<file path="src/rtl/unjam_pkg.sv">
package unjam_pkg;
    typedef enum logic [2:0] {
        S_IDLE,
        S_PULSE_LO,
        S_PULSE_HI,
        S_START_PREP,
        S_START_HOLD,
        S_STOP_LO,
        S_STOP_HI
    } rec_state_t;

    localparam logic [7:0] ST_NONE      = 8'hF8;
    localparam logic [7:0] ST_RESYNC_OK = 8'h08;
    localparam logic [7:0] ST_SDA_FAIL  = 8'hE0;
    localparam logic [7:0] ST_SCL_STUCK = 8'hE8;

    localparam int LINE_SCL = 0;
    localparam int LINE_SDA = 1;
endpackage

</file>
<file path="src/rtl/line_sync.sv">
module line_sync #(
    parameter int WIDTH  = 2,
    parameter int STAGES = 2
) (
    input  logic             clk,
    input  logic             rst_n,
    input  logic [WIDTH-1:0] d,
    output logic [WIDTH-1:0] q
);
    logic [WIDTH-1:0] chain [STAGES];

    always_ff @(posedge clk or negedge rst_n) begin
        if (!rst_n) begin
            for (int i = 0; i < STAGES; i++) chain[i] <= '1;
        end else begin
            chain[0] <= d;
            for (int i = 1; i < STAGES; i++) chain[i] <= chain[i-1];
        end
    end

    assign q = chain[STAGES-1];
endmodule

</file>
<file path="src/rtl/stuck_timer.sv">
module stuck_timer #(
    parameter int CW = 16
) (
    input  logic          clk,
    input  logic          rst_n,
    input  logic          clear,
    input  logic          line_s,
    input  logic [CW-1:0] limit,
    output logic          stuck
);
    logic [CW-1:0] low_cnt;

    always_ff @(posedge clk or negedge rst_n) begin
        if (!rst_n)
            low_cnt <= '0;
        else if (clear || line_s)
            low_cnt <= '0;
        else if (low_cnt < limit)
            low_cnt <= low_cnt + 1'b1;
    end

    assign stuck = !clear && !line_s && (low_cnt >= limit);
endmodule

</file>
<file path="src/rtl/cond_detect.sv">
module cond_detect #(
    parameter int FRAME_RISES = 9
) (
    input  logic clk,
    input  logic rst_n,
    input  logic scl_s,
    input  logic sda_s,
    input  logic mute,
    output logic bus_err
);
    localparam int CNT_W    = $clog2(FRAME_RISES + 2);
    localparam int NEXT_ONE = FRAME_RISES + 1;

    logic             scl_p, sda_p, in_frame;
    logic [CNT_W-1:0] rise_cnt;
    logic             start_c, stop_c, scl_rise, at_boundary;

    assign start_c     = scl_s && scl_p && sda_p && !sda_s;
    assign stop_c      = scl_s && scl_p && !sda_p && sda_s;
    assign scl_rise    = scl_s && !scl_p;
    assign at_boundary = (rise_cnt == '0) || (rise_cnt == CNT_W'(NEXT_ONE));

    always_ff @(posedge clk or negedge rst_n) begin
        if (!rst_n) begin
            scl_p    <= 1'b1;
            sda_p    <= 1'b1;
            in_frame <= 1'b0;
            rise_cnt <= '0;
            bus_err  <= 1'b0;
        end else begin
            scl_p   <= scl_s;
            sda_p   <= sda_s;
            bus_err <= 1'b0;
            if (mute) begin
                in_frame <= 1'b0;
                rise_cnt <= '0;
            end else if (start_c) begin
                bus_err  <= in_frame && !at_boundary;
                in_frame <= 1'b1;
                rise_cnt <= '0;
            end else if (stop_c) begin
                bus_err  <= in_frame && !at_boundary;
                in_frame <= 1'b0;
                rise_cnt <= '0;
            end else if (scl_rise && in_frame) begin
                rise_cnt <= (rise_cnt == CNT_W'(NEXT_ONE)) ? CNT_W'(2) : rise_cnt + 1'b1;
            end
        end
    end
endmodule

</file>
<file path="src/rtl/bus_unjam_ctrl.sv">
module bus_unjam_ctrl
    import unjam_pkg::*;
#(
    parameter int TMO_W       = 16,
    parameter int PH_W        = 8,
    parameter int MAX_PULSES  = 9,
    parameter int SYNC_STAGES = 2
) (
    input  logic             clk,
    input  logic             rst_n,
    input  logic             scl_in,
    input  logic             sda_in,
    input  logic             recover,
    input  logic [TMO_W-1:0] timeout_lim,
    input  logic [PH_W-1:0]  phase_len,
    output logic             scl_drive_low,
    output logic             sda_drive_low,
    output logic             busy,
    output logic             scl_stuck,
    output logic             sda_stuck,
    output logic [7:0]       status,
    output logic             bus_err
);
    localparam int NPW = $clog2(MAX_PULSES + 1);

    rec_state_t     state;
    logic [PH_W-1:0] ph_cnt;
    logic [NPW-1:0]  npulse;
    logic [1:0]      raw_lines, sync_lines, stuck_lines;
    logic            scl_s, sda_s, ph_done;

    assign raw_lines = {sda_in, scl_in};

    line_sync #(.WIDTH(2), .STAGES(SYNC_STAGES)) u_sync (
        .clk   (clk),
        .rst_n (rst_n),
        .d     (raw_lines),
        .q     (sync_lines)
    );

    assign scl_s = sync_lines[LINE_SCL];
    assign sda_s = sync_lines[LINE_SDA];

    for (genvar g = 0; g < 2; g++) begin : g_timer
        stuck_timer #(.CW(TMO_W)) u_timer (
            .clk    (clk),
            .rst_n  (rst_n),
            .clear  (busy),
            .line_s (sync_lines[g]),
            .limit  (timeout_lim),
            .stuck  (stuck_lines[g])
        );
    end

    assign scl_stuck = stuck_lines[LINE_SCL];
    assign sda_stuck = stuck_lines[LINE_SDA];

    cond_detect #(.FRAME_RISES(9)) u_cond (
        .clk     (clk),
        .rst_n   (rst_n),
        .scl_s   (scl_s),
        .sda_s   (sda_s),
        .mute    (busy),
        .bus_err (bus_err)
    );

    assign ph_done = ({1'b0, ph_cnt} + 1'b1) >= {1'b0, phase_len};

    // State register with phase timer, pulse counter and outcome code
    always_ff @(posedge clk or negedge rst_n) begin
        if (!rst_n) begin
            state  <= S_IDLE;
            ph_cnt <= '0;
            npulse <= '0;
            status <= ST_NONE;
        end else begin
            unique case (state)
                S_IDLE: begin
                    ph_cnt <= '0;
                    if (recover) begin
                        if (!scl_s) begin
                            status <= ST_SCL_STUCK;
                        end else begin
                            status <= ST_NONE;
                            npulse <= '0;
                            state  <= sda_s ? S_START_PREP : S_PULSE_LO;
                        end
                    end
                end
                S_PULSE_LO: begin
                    if (ph_done) begin
                        ph_cnt <= '0;
                        npulse <= npulse + 1'b1;
                        state  <= S_PULSE_HI;
                    end else begin
                        ph_cnt <= ph_cnt + 1'b1;
                    end
                end
                S_PULSE_HI: begin
                    if (ph_done) begin
                        ph_cnt <= '0;
                        if (sda_s) begin
                            state <= S_START_PREP;
                        end else if (npulse == NPW'(MAX_PULSES)) begin
                            status <= ST_SDA_FAIL;
                            state  <= S_IDLE;
                        end else begin
                            state <= S_PULSE_LO;
                        end
                    end else begin
                        ph_cnt <= ph_cnt + 1'b1;
                    end
                end
                S_START_PREP: begin
                    if (!(sda_s && scl_s)) begin
                        ph_cnt <= '0;
                    end else if (ph_done) begin
                        ph_cnt <= '0;
                        state  <= S_START_HOLD;
                    end else begin
                        ph_cnt <= ph_cnt + 1'b1;
                    end
                end
                S_START_HOLD: begin
                    if (ph_done) begin
                        ph_cnt <= '0;
                        status <= ST_RESYNC_OK;
                        state  <= S_STOP_LO;
                    end else begin
                        ph_cnt <= ph_cnt + 1'b1;
                    end
                end
                S_STOP_LO: begin
                    if (ph_done) begin
                        ph_cnt <= '0;
                        state  <= S_STOP_HI;
                    end else begin
                        ph_cnt <= ph_cnt + 1'b1;
                    end
                end
                S_STOP_HI: begin
                    if (ph_done) begin
                        ph_cnt <= '0;
                        state  <= S_IDLE;
                    end else begin
                        ph_cnt <= ph_cnt + 1'b1;
                    end
                end
                default: state <= S_IDLE;
            endcase
        end
    end

    // Wire drives decoded from the state
    always_comb begin
        scl_drive_low = 1'b0;
        sda_drive_low = 1'b0;
        busy          = 1'b1;
        unique case (state)
            S_IDLE:       busy = 1'b0;
            S_PULSE_LO:   scl_drive_low = 1'b1;
            S_PULSE_HI:   ;
            S_START_PREP: ;
            S_START_HOLD: sda_drive_low = 1'b1;
            S_STOP_LO: begin
                scl_drive_low = 1'b1;
                sda_drive_low = 1'b1;
            end
            S_STOP_HI:    sda_drive_low = 1'b1;
            default:      busy = 1'b0;
        endcase
    end
endmodule

</file>
<file path="config.mk">
export PLATFORM = sky130hd
export DESIGN_NAME = bus_unjam_ctrl
export DESIGN_NICKNAME = d
export VERILOG_FILES = /design/src/rtl/unjam_pkg.sv /design/src/rtl/line_sync.sv /design/src/rtl/stuck_timer.sv /design/src/rtl/cond_detect.sv /design/src/rtl/bus_unjam_ctrl.sv
export SDC_FILE = /design/constraint.sdc
export NUM_CORES = 1
export LEC_CHECK = 0
export BUFFER_PORTS_ARGS = -buffer_cell sky130_fd_sc_hd__buf_2
export CAP_MARGIN = 10
export CORE_MARGIN = 2
export CORE_UTILIZATION = 45
export DETAILED_ROUTE_END_ITERATION = 10
export GPL_ROUTABILITY_DRIVEN = 0
export PLACE_DENSITY = 0.66
export SLEW_MARGIN = 20
export SYNTH_ARGS = -nofsm -noshare
export SYNTH_HDL_FRONTEND = slang
export SYNTH_SLANG_ARGS = --single-unit
</file>
<file path="constraint.sdc">
create_clock -name clk -period 2.8 [get_ports clk]
set_input_delay 0.28 -clock clk [delete_from_list [all_inputs] [get_ports clk]]
set_output_delay 0.28 -clock clk [all_outputs]
set_load 0.01 [all_outputs]
</file>
==> impl_results.md, run 1 <==
* CTS tree: yes
* Hold path cells at 1
* Setup TNS at 0 ns
* FP Rows at 36
* Iteration-0 DRC count of the detailed router at 147
* Fin crit period at 2.654 ns
* R2R Path Start: ph_cnt[3]
* Ys Warns at 0
* Main synth FF type: dfrtp_1
* Clock Skew at 0.01085 ns
* Worst-path fanout max at 6
* DR top layer: met4
* Fmax at 376.7 MHz
* Routed wire length at 9.800 mm
* Power Dens Cells at 486.5 nW/um^2
* Vias in the first global route at roughly 3600
* CTS Buf Count at 9
* CP arrival at 2.89 ns
* DRC viols at 0
* Worst vdd ir at 0.2411 mV
* Final hold vios at 0
* Deepest clock path buffer count at 2
* Worst skew pair latency at 0.35 ns
* Number of antenna diodes at 0
* Status: finished, final reports clean
* Worst r2r dst: npulse[3]
* PortBufs at 39
* Clk pin slew, worst setup/hold paths at around 0.08 ns
* Layout cells sized above 1 at 0.1996
* Max Slew Vio Count at 0
* Vias/cell at 5.528
* Syn_area_per_cell at about 8.7 sq um
* Startpoint types: register
* Crit path required time at 3.04 ns
* Pin count of the biggest net entering global routing at 63
* Clk sink count at 62
* Starting density of the core at 0.4564
* Die area at 10540 sq um
* Slew headroom at 0.4767
* Synthesized flop and latch total at 62
* Mapped Cells at a little over 500
* Worst reg2reg setup slack at approximately 0.15 ns
* Synth-to-Final Area Change at 13.97%
* I/O pin cnt at 43
* Antenna Violating Nets Remaining at 0
* Hold path startpoint: scl_in
* GR Overflow Total at 0
* Synth cell types at 64
* Yosys top cell area share at 0.3029
* Number of flops mapped to enable cells by yosys at 0
* Detailed placement HPWL at 7.226 mm
* Max Cap Viol at 0
* Nets@finish at 628
* Clk root buf: clkbuf_8
* Total Power at between 0.002 and 0.0025 W
* Met2 routed WL at 4.693 mm
* Height of the die at 102.7 um
* Mapped cell area at 4379 sq um
* Drt wl/cell at 14.22 um
* Nature of the critical path endpoint: register
* Cell with the most instances after synthesis: dfrtp_1
* First-pass GRT wire length at 16.67 mm
* Hold endpoint: u_sync.chain[2]
* Core box area at approximately 9600 sq um
* Tightest Hold Check Type: in -> reg
* WS Path Type: reg -> reg
* P_leak at 2.302 nW
* Yosys top cell by area: dfrtp_1
* Worst slew pin tran at 0.7850 ns
* H-Tree Depth at 3
* Fill cells at around 900
* Synth async-reset ratio at 1.000
* Fin crit share at 0.9480
* Worst r2r path cells at 11
* Smallest hold slack at 0.02920 ns
* Seq/Total Area, Yosys at 0.3569
* Antenna violations before repair at 0
* Met1 Wirelength at 4.599 mm
* Top cells by count, synth: dfrtp_1 (53), nand2_1 (49), ha_1 (48)
* Initial DRT Pass Iterations at 4
* Die X at a little over 100 um
* Final setup violation count at 0
* Most area-consuming cells after synthesis: dfrtp_1 (30%), ha_1 (14%), dfstp_2 (5.4%)
* Tot GR Track Use at 0.2013
* # hold bufs at CTS at 0
* WL met3 at 315 um
* Via count at 3809
## worst max-delay path, stage by stage (launching register included)
cell and delay (ns):
dfrtp_2 0.44, and4_1 0.23, nand2_1 0.08, xor2_1 0.19, inv_1 0.06, ha_1 0.28
a221o_1 0.33, a211oi_2 0.22, buf_4 0.17, o31ai_4 0.09, nand4_1 0.12, mux2_2 0.34
## cells by family (layout without fill, tap and decap cells)
logic type | Yosys count | count (layout) | synth area share
AND/OR/NAND/NOR | 182 | 182 | 0.2151
other | 1 | 3 | 0.0008563
multiplexers | 5 | 5 | 0.01200
XOR/XNOR | 17 | 17 | 0.03400
AO/OA/AOI/OAI | 125 | 125 | 0.1809
adder cells (fa/ha/maj) | 48 | 48 | 0.1371
flip-flops | 62 | 62 | 0.3569
buffers and inverters | 64 | 114 | 0.06314
## through the flow
stage / cells / util / instance area, sq um / setup slack, ns
after floorplan: 506 / - / 4387 / 0.03722
after global placement: 669 / 0.4919 / 4720 / 0.02551
after detailed placement: 669 / 0.4919 / 4720 / -0.1168
after CTS: 685 / 0.5150 / 4941 / 0.002893
after global routing: 689 / 0.5202 / 4991 / -0.005066
final: 689 / 0.5202 / 4991 / 0.1455
## state kept, by name, indices dropped and copies added, names as in the netlist
register and cells:
u_cond.bus_err 1, npulse 4, u_sync.q 2, u_sync.chain 2, state 3, ph_cnt 8
u_cond.in_frame 1, u_cond.scl_p 1, u_cond.sda_p 1, u_cond.rise_cnt 4, status 3, g_timer.u_timer.low_cnt 32
## area by class of cell
class                      count  area (sq um)  share of cell area
clock inverter                 6         70.07             0.01404
multi-input combinational    380          2579              0.5167
inverter                      44         165.2             0.03309
tap                          133         166.4             0.03334
clock buffer                  10         137.6             0.02758
timing repair buffer          54         307.8             0.06167
sequential                    62          1565              0.3136
## layout by cell type, fill, tap and decap left out, drive strengths merged, types with 2 or more instances in the layout
cell type   n
a31o        2
o31ai       2
nand2b      4
and3        3
and2        4
dfstp       9
nor4        2
ha         48
nor2b       3
xor2        9
nand4      18
inv        45
nand3b      2
o211ai      4
nand3      23
nor2       36
dfrtp      53
clkbuf     10
o21ai      45
nor3        5
o311ai      3
a21oi      45
or4         3
or2         3
a41oi       2
a21o        3
a211oi      5
clkinvlp    3
mux2        2
buf        54
xnor2       8
a31oi       3
nand2      49
conb        3
or3        18
and4        4
mux2i       3
or4b        2
## per-layer routing
metal	up-vias	track usage
met5	-	0
met1	1830	0.2646
met4	0	0.07692
li1	1898	-
met3	18	0.03932
met2	63	0.3293
## power breakdown
part | internal (W) | switching [W]
logic | 0.000236 | 0.000300
clock network | 0.000439 | 0.000395
registers | 0.000970 | 0.0000874
## how the worst max path moves through the flow
stage / from / end / cells past startpoint
after CTS: ph_cnt[3] / status[3] / 12
after global routing: ph_cnt[1] / npulse[3] / 11
after floorplan: ph_cnt[0] / ph_cnt[0] / 11
after detailed placement: ph_cnt[1] / npulse[3] / 11
final: ph_cnt[3] / npulse[3] / 11
after global placement: ph_cnt[1] / ph_cnt[4] / 10
## repair_timing
| item | CTS | global route |
|---|---|---|
| endpoints found under the setup margin | 11 | 14 |
| gates cloned | 0 | 0 |
| gates resized for setup | 3 | 7 |
| pin swaps | 0 | 2 |
| setup buffers | 0 | 4 |
Power figures use the tool's default switching activity.
==> run 2, diff against run 1 <==
- BUFFER_PORTS_ARGS: -buffer_cell sky130_fd_sc_hd__buf_2 -> default
- DONT_BUFFER_PORTS: default -> 1
- PLACE_DENSITY: 0.66 -> 0.62
==> run 2 against run 1 <==
Against the previous run:
- sequential cell count unchanged
- setup slack worse by 0.0057 ns
- routed wire length shrank 1.9%
- hold slack improved by 0.14 ns
- power is 0.71% higher
- die area stayed put
- combinational power decreased by 5.4%
- cell count decreased by 5.2%
- largest power group unchanged
- register-to-register slack about the same
- via count decreased by 4.4%
- highest routed layer unchanged
- critical endpoint unchanged
- clock power increased by 3.6%
==> impl_results.md, run 2 (synthesis gave the netlist of run 1 again) <==
* Status: finished, final reports clean
* H-Tree Depth at 3 (unchanged)
* Biggest regs: g_timer.u_timer.low_cnt x32, ph_cnt x8
* I/O pin cnt at 43 (unchanged)
* Worst path max stage delay at 0.44 ns (about the same)
* Worst-path fanout max at 6 (unchanged)
* Drt wl/cell at 14.72 um (+3.5%)
* Clk root buf: clkbuf_8
* Vias in the first global route at 3434 (-5.2%)
* Top reg by flops: g_timer.u_timer.low_cnt
* Final hold vios at 0 (unchanged)
* Max Cap Viol at 0 (unchanged)
* Iteration-0 DRC count of the detailed router at 112 (-24%)
* Clock Skew at 0.01028 ns (-0.0005792 ns)
* Crit-path leading delay family: compound AO/OA/AOI/OAI gates
* Worst r2r path cells at 11 (unchanged)
* GR Overflow Total at 0 (unchanged)
* Via count at 3640 (-4.4%)
* Max Slew Vio Count at 0 (unchanged)
* Die area at 10540 sq um (unchanged)
* Height of the die at 102.7 um (unchanged)
* WS Path Type: reg -> reg
* CP Capture Point: npulse[3]
* Most common cell after layout, fill and taps aside: dfrtp_1
* Antenna violations before repair at 0 (unchanged)
* Slew headroom at 0.6637 (+0.1870)
* Detailed placement HPWL at 7.184 mm (-0.58%)
* FP Rows at 36 (unchanged)
* Pin count of the biggest net entering global routing at 63 (unchanged)
* Most frequent cells in the layout: dfrtp_1 (52), nand2_1 (49), ha_1 (47), a21oi_1 (45), inv_1 (43)
* Levels on crit path at 11 (unchanged)
* DRC viols at 0 (unchanged)
* Crit path required time at 3.03 ns (about the same)
* P_leak at 2.172 nW (-5.7%)
* Critical path buffers and inverters at 2 (unchanged)
* Core box area at 9594 sq um (unchanged)
* Nature of the critical path endpoint: register
* Number of antenna diodes at 0 (unchanged)
* Layout cells sized above 1 at 0.1385 (-0.06118)
* Power Dens Cells at 502.1 nW/um^2 (+3.2%)
* Nets@finish at 592 (-5.7%)
* Final core utilization at 0.5077 (-0.01252)
* Fin crit share at 0.9501 (+0.002030)
* Clk sink count at 62 (unchanged)
* Synth-to-Final Area Change at 11.23%
* Worst skew pair latency at 0.34 ns (about the same)
* Tot GR Track Use at 0.1923 (-0.009060)
* CTS tree: yes
* CP Launch Point: ph_cnt[1]
* Final setup violation count at 0 (unchanged)
* PortBufs at 0 (-100%)
* CP arrival at 2.89 ns (about the same)
* Slowest stage cell, crit path: dfrtp_1
* First-pass GRT wire length at 15.95 mm (-4.3%)
* Tightest Hold Check Type: in -> reg
* Initial DRT Pass Iterations at 4 (unchanged)
* Vias/cell at 5.574 (+0.83%)
* Die X at 102.7 um (unchanged)
* Fin crit period at 2.660 ns (+0.005683 ns)
* Worst reg2reg setup slack at 0.14 ns (about the same)
* Setup TNS at 0 ns (unchanged)
* Worst vdd ir at 0.2542 mV (+5.4%)
* Deepest clock path buffer count at 2 (unchanged)
* Startpoint types: register
* Max reg flops at 32 (unchanged)
* R2R Path Start: ph_cnt[1]
* Worst r2r dst: npulse[3]
* Critical-path cell list: ha_4, nand3_1, xor2_2, inv_1, ha_1, a221o_1, a211oi_2, buf_4, o31ai_4, nand4_1, mux2_2
* Worst slew pin tran at 0.4992 ns (-0.2858 ns)
* Antenna Violating Nets Remaining at 0 (unchanged)
* Clk pin slew, worst setup/hold paths at 0.07 ns (about the same)
* Fmax at 375.9 MHz (-0.21%)
* Routed wire length at 9.614 mm (-1.9%)
* Starting density of the core at 0.4564 (unchanged)
* CTS Buf Count at 9 (unchanged)
==> run 2: cell count changes in the layout (fill, tap and decap cells not counted), moves of 2 or more <==
cell           before  now
dlygate4sd3_1       0    3
buf_2              39    0
clkinvlp_4          3    1
clkinv_2            0    2
==> run 2: metal layers <==
metal / up-vias / GRT usage / wire length [um]
met5: - / 0 / 0
met4: 0 / 0.07385 / 210
met3: 17 / 0.03661 / 330
met2: 61 / 0.3152 / 4606
met1: 1741 / 0.2526 / 4467
li1: 1821 / - / -
==> run 2: power by group <==
group | internal [W] | switching [W] | leakage (nW) | total [W]
logic | 0.000218 | 0.000289 | 1.26 | 0.000507
registers | 0.000971 | 0.000102 | 0.810 | 0.00107
clock network | 0.000500 | 0.000366 | 0.106 | 0.000865
total | 0.00169 | 0.000757 | 2.17 | 0.00245
==> run 2: how the worst min path moves through the flow <==
| stage | start | endpoint | slack (ns) | cells past startpoint |
|---|---|---|---|---|
| after global placement | rst_n | g_timer[0].u_timer.low_cnt[0] | -0.01 | 0 |
| after global routing | recover | state[0] | 0.17 | 2 |
| final | recover | state[0] | 0.16 | 2 |
| after floorplan | rst_n | g_timer[0].u_timer.low_cnt[0] | -0.02 | 0 |
| after CTS | recover | state[0] | 0.15 | 2 |
| after detailed placement | rst_n | g_timer[0].u_timer.low_cnt[0] | -0.01 | 0 |
==> run 2: what timing repair did <==
action / in CTS / in global routing
cloned: 0 / 0
resized for setup: 2 / 10
pin swaps: 0 / 1
endpoints found under the hold margin: 64 / 0
hold buffers: 4 / 0
setup buffers: 0 / 2
endpoints found under the setup margin: 9 / 16
==> run 2: area by class of cell <==
type,count,area [sq um]
flip-flops and latches,62,1564
inverters,44,165.2
well taps,133,166.4
multi-input cells,380,2599
repair buffers,18,162.7
clock inverters,6,86.33
fillers,882,4723
clock buffers,10,127.6
==> run 2: stage by stage <==
stage | power, W | cells | cell area (sq um) | hold WS [ns] | worst slack (ns)
2_1_floorplan | 0.001425 | 506 | 4387 | -0.01559 | 0.03722
3_5_place_dp | 0.001525 | 631 | 4532 | -0.01423 | -0.04900
6_report | 0.002446 | 653 | 4871 | 0.1647 | 0.1398
4_1_cts | 0.002435 | 651 | 4817 | 0.1499 | 0.007023
3_3_place_gp | 0.001504 | 631 | 4532 | -0.01430 | 0.009434
5_1_grt | 0.002581 | 653 | 4871 | 0.1679 | -0.005856
==> run 3, diff against run 2 <==
- PLACE_DENSITY: 0.62 -> 0.6
- SLEW_MARGIN: 20 -> 40
- clock period: 2.8 -> 3.34 ns (I/O delays scaled with it)
==> run 3 against run 2 <==
Against the previous run:
- cell count fell by 2.1%
- setup slack improved by 0.24 ns
- clock skew rose by 0.00080 ns
- final area fell by 3.9%
- global-route usage rose by 0.68 points
- core utilization fell by 2.0 points
- non-clock buffer count fell by 13
- first-iteration DRC count rose by 9.8%
- maximum frequency fell by 10%
- routed wire length rose by 0.37%
==> impl_results.md, run 3 (synthesis gave the netlist of run 1 again) <==
* Status: finished, final reports clean
* Biggest regs: g_timer.u_timer.low_cnt x32, ph_cnt x8
* Register area at 1563 sq um (about the same)
* R2R Path Start: ph_cnt[0]
* Die area at 10540 sq um (unchanged)
* Worst-path fanout max at 9 (+3)
* Synth-to-Final Area Change at 6.857%
* Antenna Violating Nets Remaining at 0 (unchanged)
* Vias/cell at 5.640 (+1.2%)
* Height of the die at 102.7 um (unchanged)
* CTS Buf Count at 9 (unchanged)
* Die X at 102.7 um (unchanged)
* Tightest Hold Check Type: in -> reg
* Setup TNS at 0 ns (unchanged)
* Net load switching power at 0.0005907 W (-22%)
* Number of antenna diodes at 0 (unchanged)
* Worst reg2reg setup slack at 0.38 ns (+0.24 ns)
* Critical path buffers and inverters at 1 (-1)
* Pin count of the biggest net entering global routing at 63 (unchanged)
* Slew headroom at 0.6021 (-0.06159)
* Worst path max stage delay at 0.49 ns (+0.05 ns)
* Antenna violations before repair at 0 (unchanged)
* PortBufs at 0 (unchanged)
* RSZ-0062 raised after global routing: no
* Startpoint types: register
* Final hold vios at 0 (unchanged)
* Non-Filler Instances at 639 (-2.1%)
* Starting density of the core at 0.4564 (unchanged)
* GR Overflow Total at 0 (unchanged)
* Most Frequent Cell on Critical Path: ha_1
* Most common cell after layout, fill and taps aside: dfrtp_1
* Levels on crit path at 10 (-1)
* Clock Skew at 0.01107 ns (+0.0007978 ns)
* Switch share at 0.3182 (+0.008824)
* Logic gate share of total power at 0.194 (-0.013)
* WS Path Type: reg -> reg
* Int Pwr at 0.001265 W (-25%)
* CP arrival at 3.23 ns (+0.34 ns)
* Max Cap Viol at 0 (unchanged)
* Detailed placement HPWL at 7.098 mm (-1.2%)
* Deepest clock path buffer count at 2 (unchanged)
* Iteration-0 DRC count of the detailed router at 123 (+9.8%)
* Max Slew Vio Count at 0 (unchanged)
* First-pass GRT wire length at 16.55 mm (+3.8%)
* Reg power frac at 0.487 (+0.048)
* Hold path startpoint: recover
* Total Power at 0.001856 W (-24%)
* Via count at 3604 (-0.99%)
* Pre-CTS setup slack at 0.2164 ns (+0.2654 ns)
* Vias in the first global route at 3442 (+0.23%)
* Worst r2r dst: ph_cnt[1]
* Fill cells at 950 (+7.7%)
* FP Rows at 36 (unchanged)
* Area of the multi-input gates at 2552 sq um (-1.8%)
* Worst vdd ir at 0.1956 mV (-23%)
* Fin crit period at 2.962 ns (+0.3014 ns)
* P_leak at 2.083 nW (-4.1%)
* Layout cells sized above 1 at 0.09684 (-0.04162)
* Initial DRT Pass Iterations at 4 (unchanged)
* Final setup violation count at 0 (unchanged)
* Power Dens Cells at 396.7 nW/um^2 (-21%)
* Slowest stage cell, crit path: or3_4
* Tot GR Track Use at 0.1991 (+0.006797)
* Top reg by flops: g_timer.u_timer.low_cnt
* Post-Place Cells at 620 (-1.7%)
* Clk root buf: clkbuf_8
* H-Tree Depth at 3 (unchanged)
* Crit-path leading delay family: compound AO/OA/AOI/OAI gates
* I/O pin cnt at 43 (unchanged)
* Core box area at 9594 sq um (unchanged)
* CP Launch Point: ph_cnt[0]
* Most frequent cells in the layout: dfrtp_1 (53), nand2_1 (49), ha_1 (48), a21oi_1 (45), inv_1 (43)
* Worst skew pair latency at 0.34 ns (about the same)
* Drt wl/cell at 15.10 um (+2.6%)
* Critical-path cell list: ha_1, nand2_1, xor2_1, inv_1, ha_1, a221o_1, a211oi_2, o21bai_2, or3_4, o21ai_2
* Fmax at 337.7 MHz (-10%)
* Fin crit share at 0.8867 (-0.06337)
* Crit path required time at 3.61 ns (+0.58 ns)
* Worst r2r path cells at 10 (-1)
* Clk pwr share at 0.319 (-0.035)
* Nature of the critical path endpoint: register
* CP Capture Point: ph_cnt[1]
* Nets@finish at 579 (-2.2%)
* CTS tree: yes
* Clk sink count at 62 (unchanged)
* Routed wire length at 9.650 mm (+0.37%)
* Clk pin slew, worst setup/hold paths at 0.07 ns (about the same)
* Worst slew pin tran at 0.5969 ns (+0.09766 ns)
* Max reg flops at 32 (unchanged)
* Setup WS post-layout at 0.3784 ns (+0.2386 ns)
* DRC viols at 0 (unchanged)
-- run 3: worst min-delay path by stage --
stage	to	slack, ns	depth (start not counted)
2_1_floorplan	g_timer[0].u_timer.low_cnt[0]	0.04	0
3_3_place_gp	g_timer[0].u_timer.low_cnt[0]	0.04	0
3_5_place_dp	g_timer[0].u_timer.low_cnt[0]	0.04	0
4_1_cts	state[0]	0.22	2
5_1_grt	state[0]	0.23	2
6_report	state[0]	0.24	2
-- run 3: layer usage --
layer,vias to the layer above,global-route usage,share of wire
met5,-,0,0
li1,1797,-,-
met1,1754,0.2785,0.50
met4,0,0.06462,0.0096
met2,45,0.3097,0.47
met3,8,0.04068,0.020
-- run 3: power by group through the flow --
stage               Clock [W]  Sequential, W  Combinational (W)
global route         0.000649       0.000914           0.000416
floorplan                   0       0.000879           0.000316
CTS                  0.000614       0.000903           0.000360
finish               0.000592       0.000904           0.000361
detailed placement          0       0.000917           0.000334
global placement            0       0.000911           0.000325
-- run 3: area by class of cell --
| type | count | area share |
|---|---|---|
| multi-input combinational | 380 | 0.5455 |
| sequential | 62 | 0.3340 |
| tap | 133 | 0.03556 |
| inverter | 44 | 0.03529 |
| clock buffer | 14 | 0.03476 |
| timing repair buffer | 5 | 0.01390 |
| clock inverter | 1 | 0.001070 |
-- run 3: through the flow --
stage	utilization	hold slack [ns]	instance area [sq um]
6_report	0.4877	0.2419	4679
5_1_grt	0.4877	0.2299	4679
4_1_cts	0.4872	0.2217	4674
3_5_place_dp	0.4637	0.03989	4449
3_3_place_gp	0.4637	0.03951	4449
2_1_floorplan	-	0.03841	4387
-- run 3: repair_timing --
item	in CTS	in global routing
gates resized for setup	0	1
buffers inserted	0	0
setup endpoints to repair	0	3
hold buffers	4	0
hold endpoints to repair	64	0
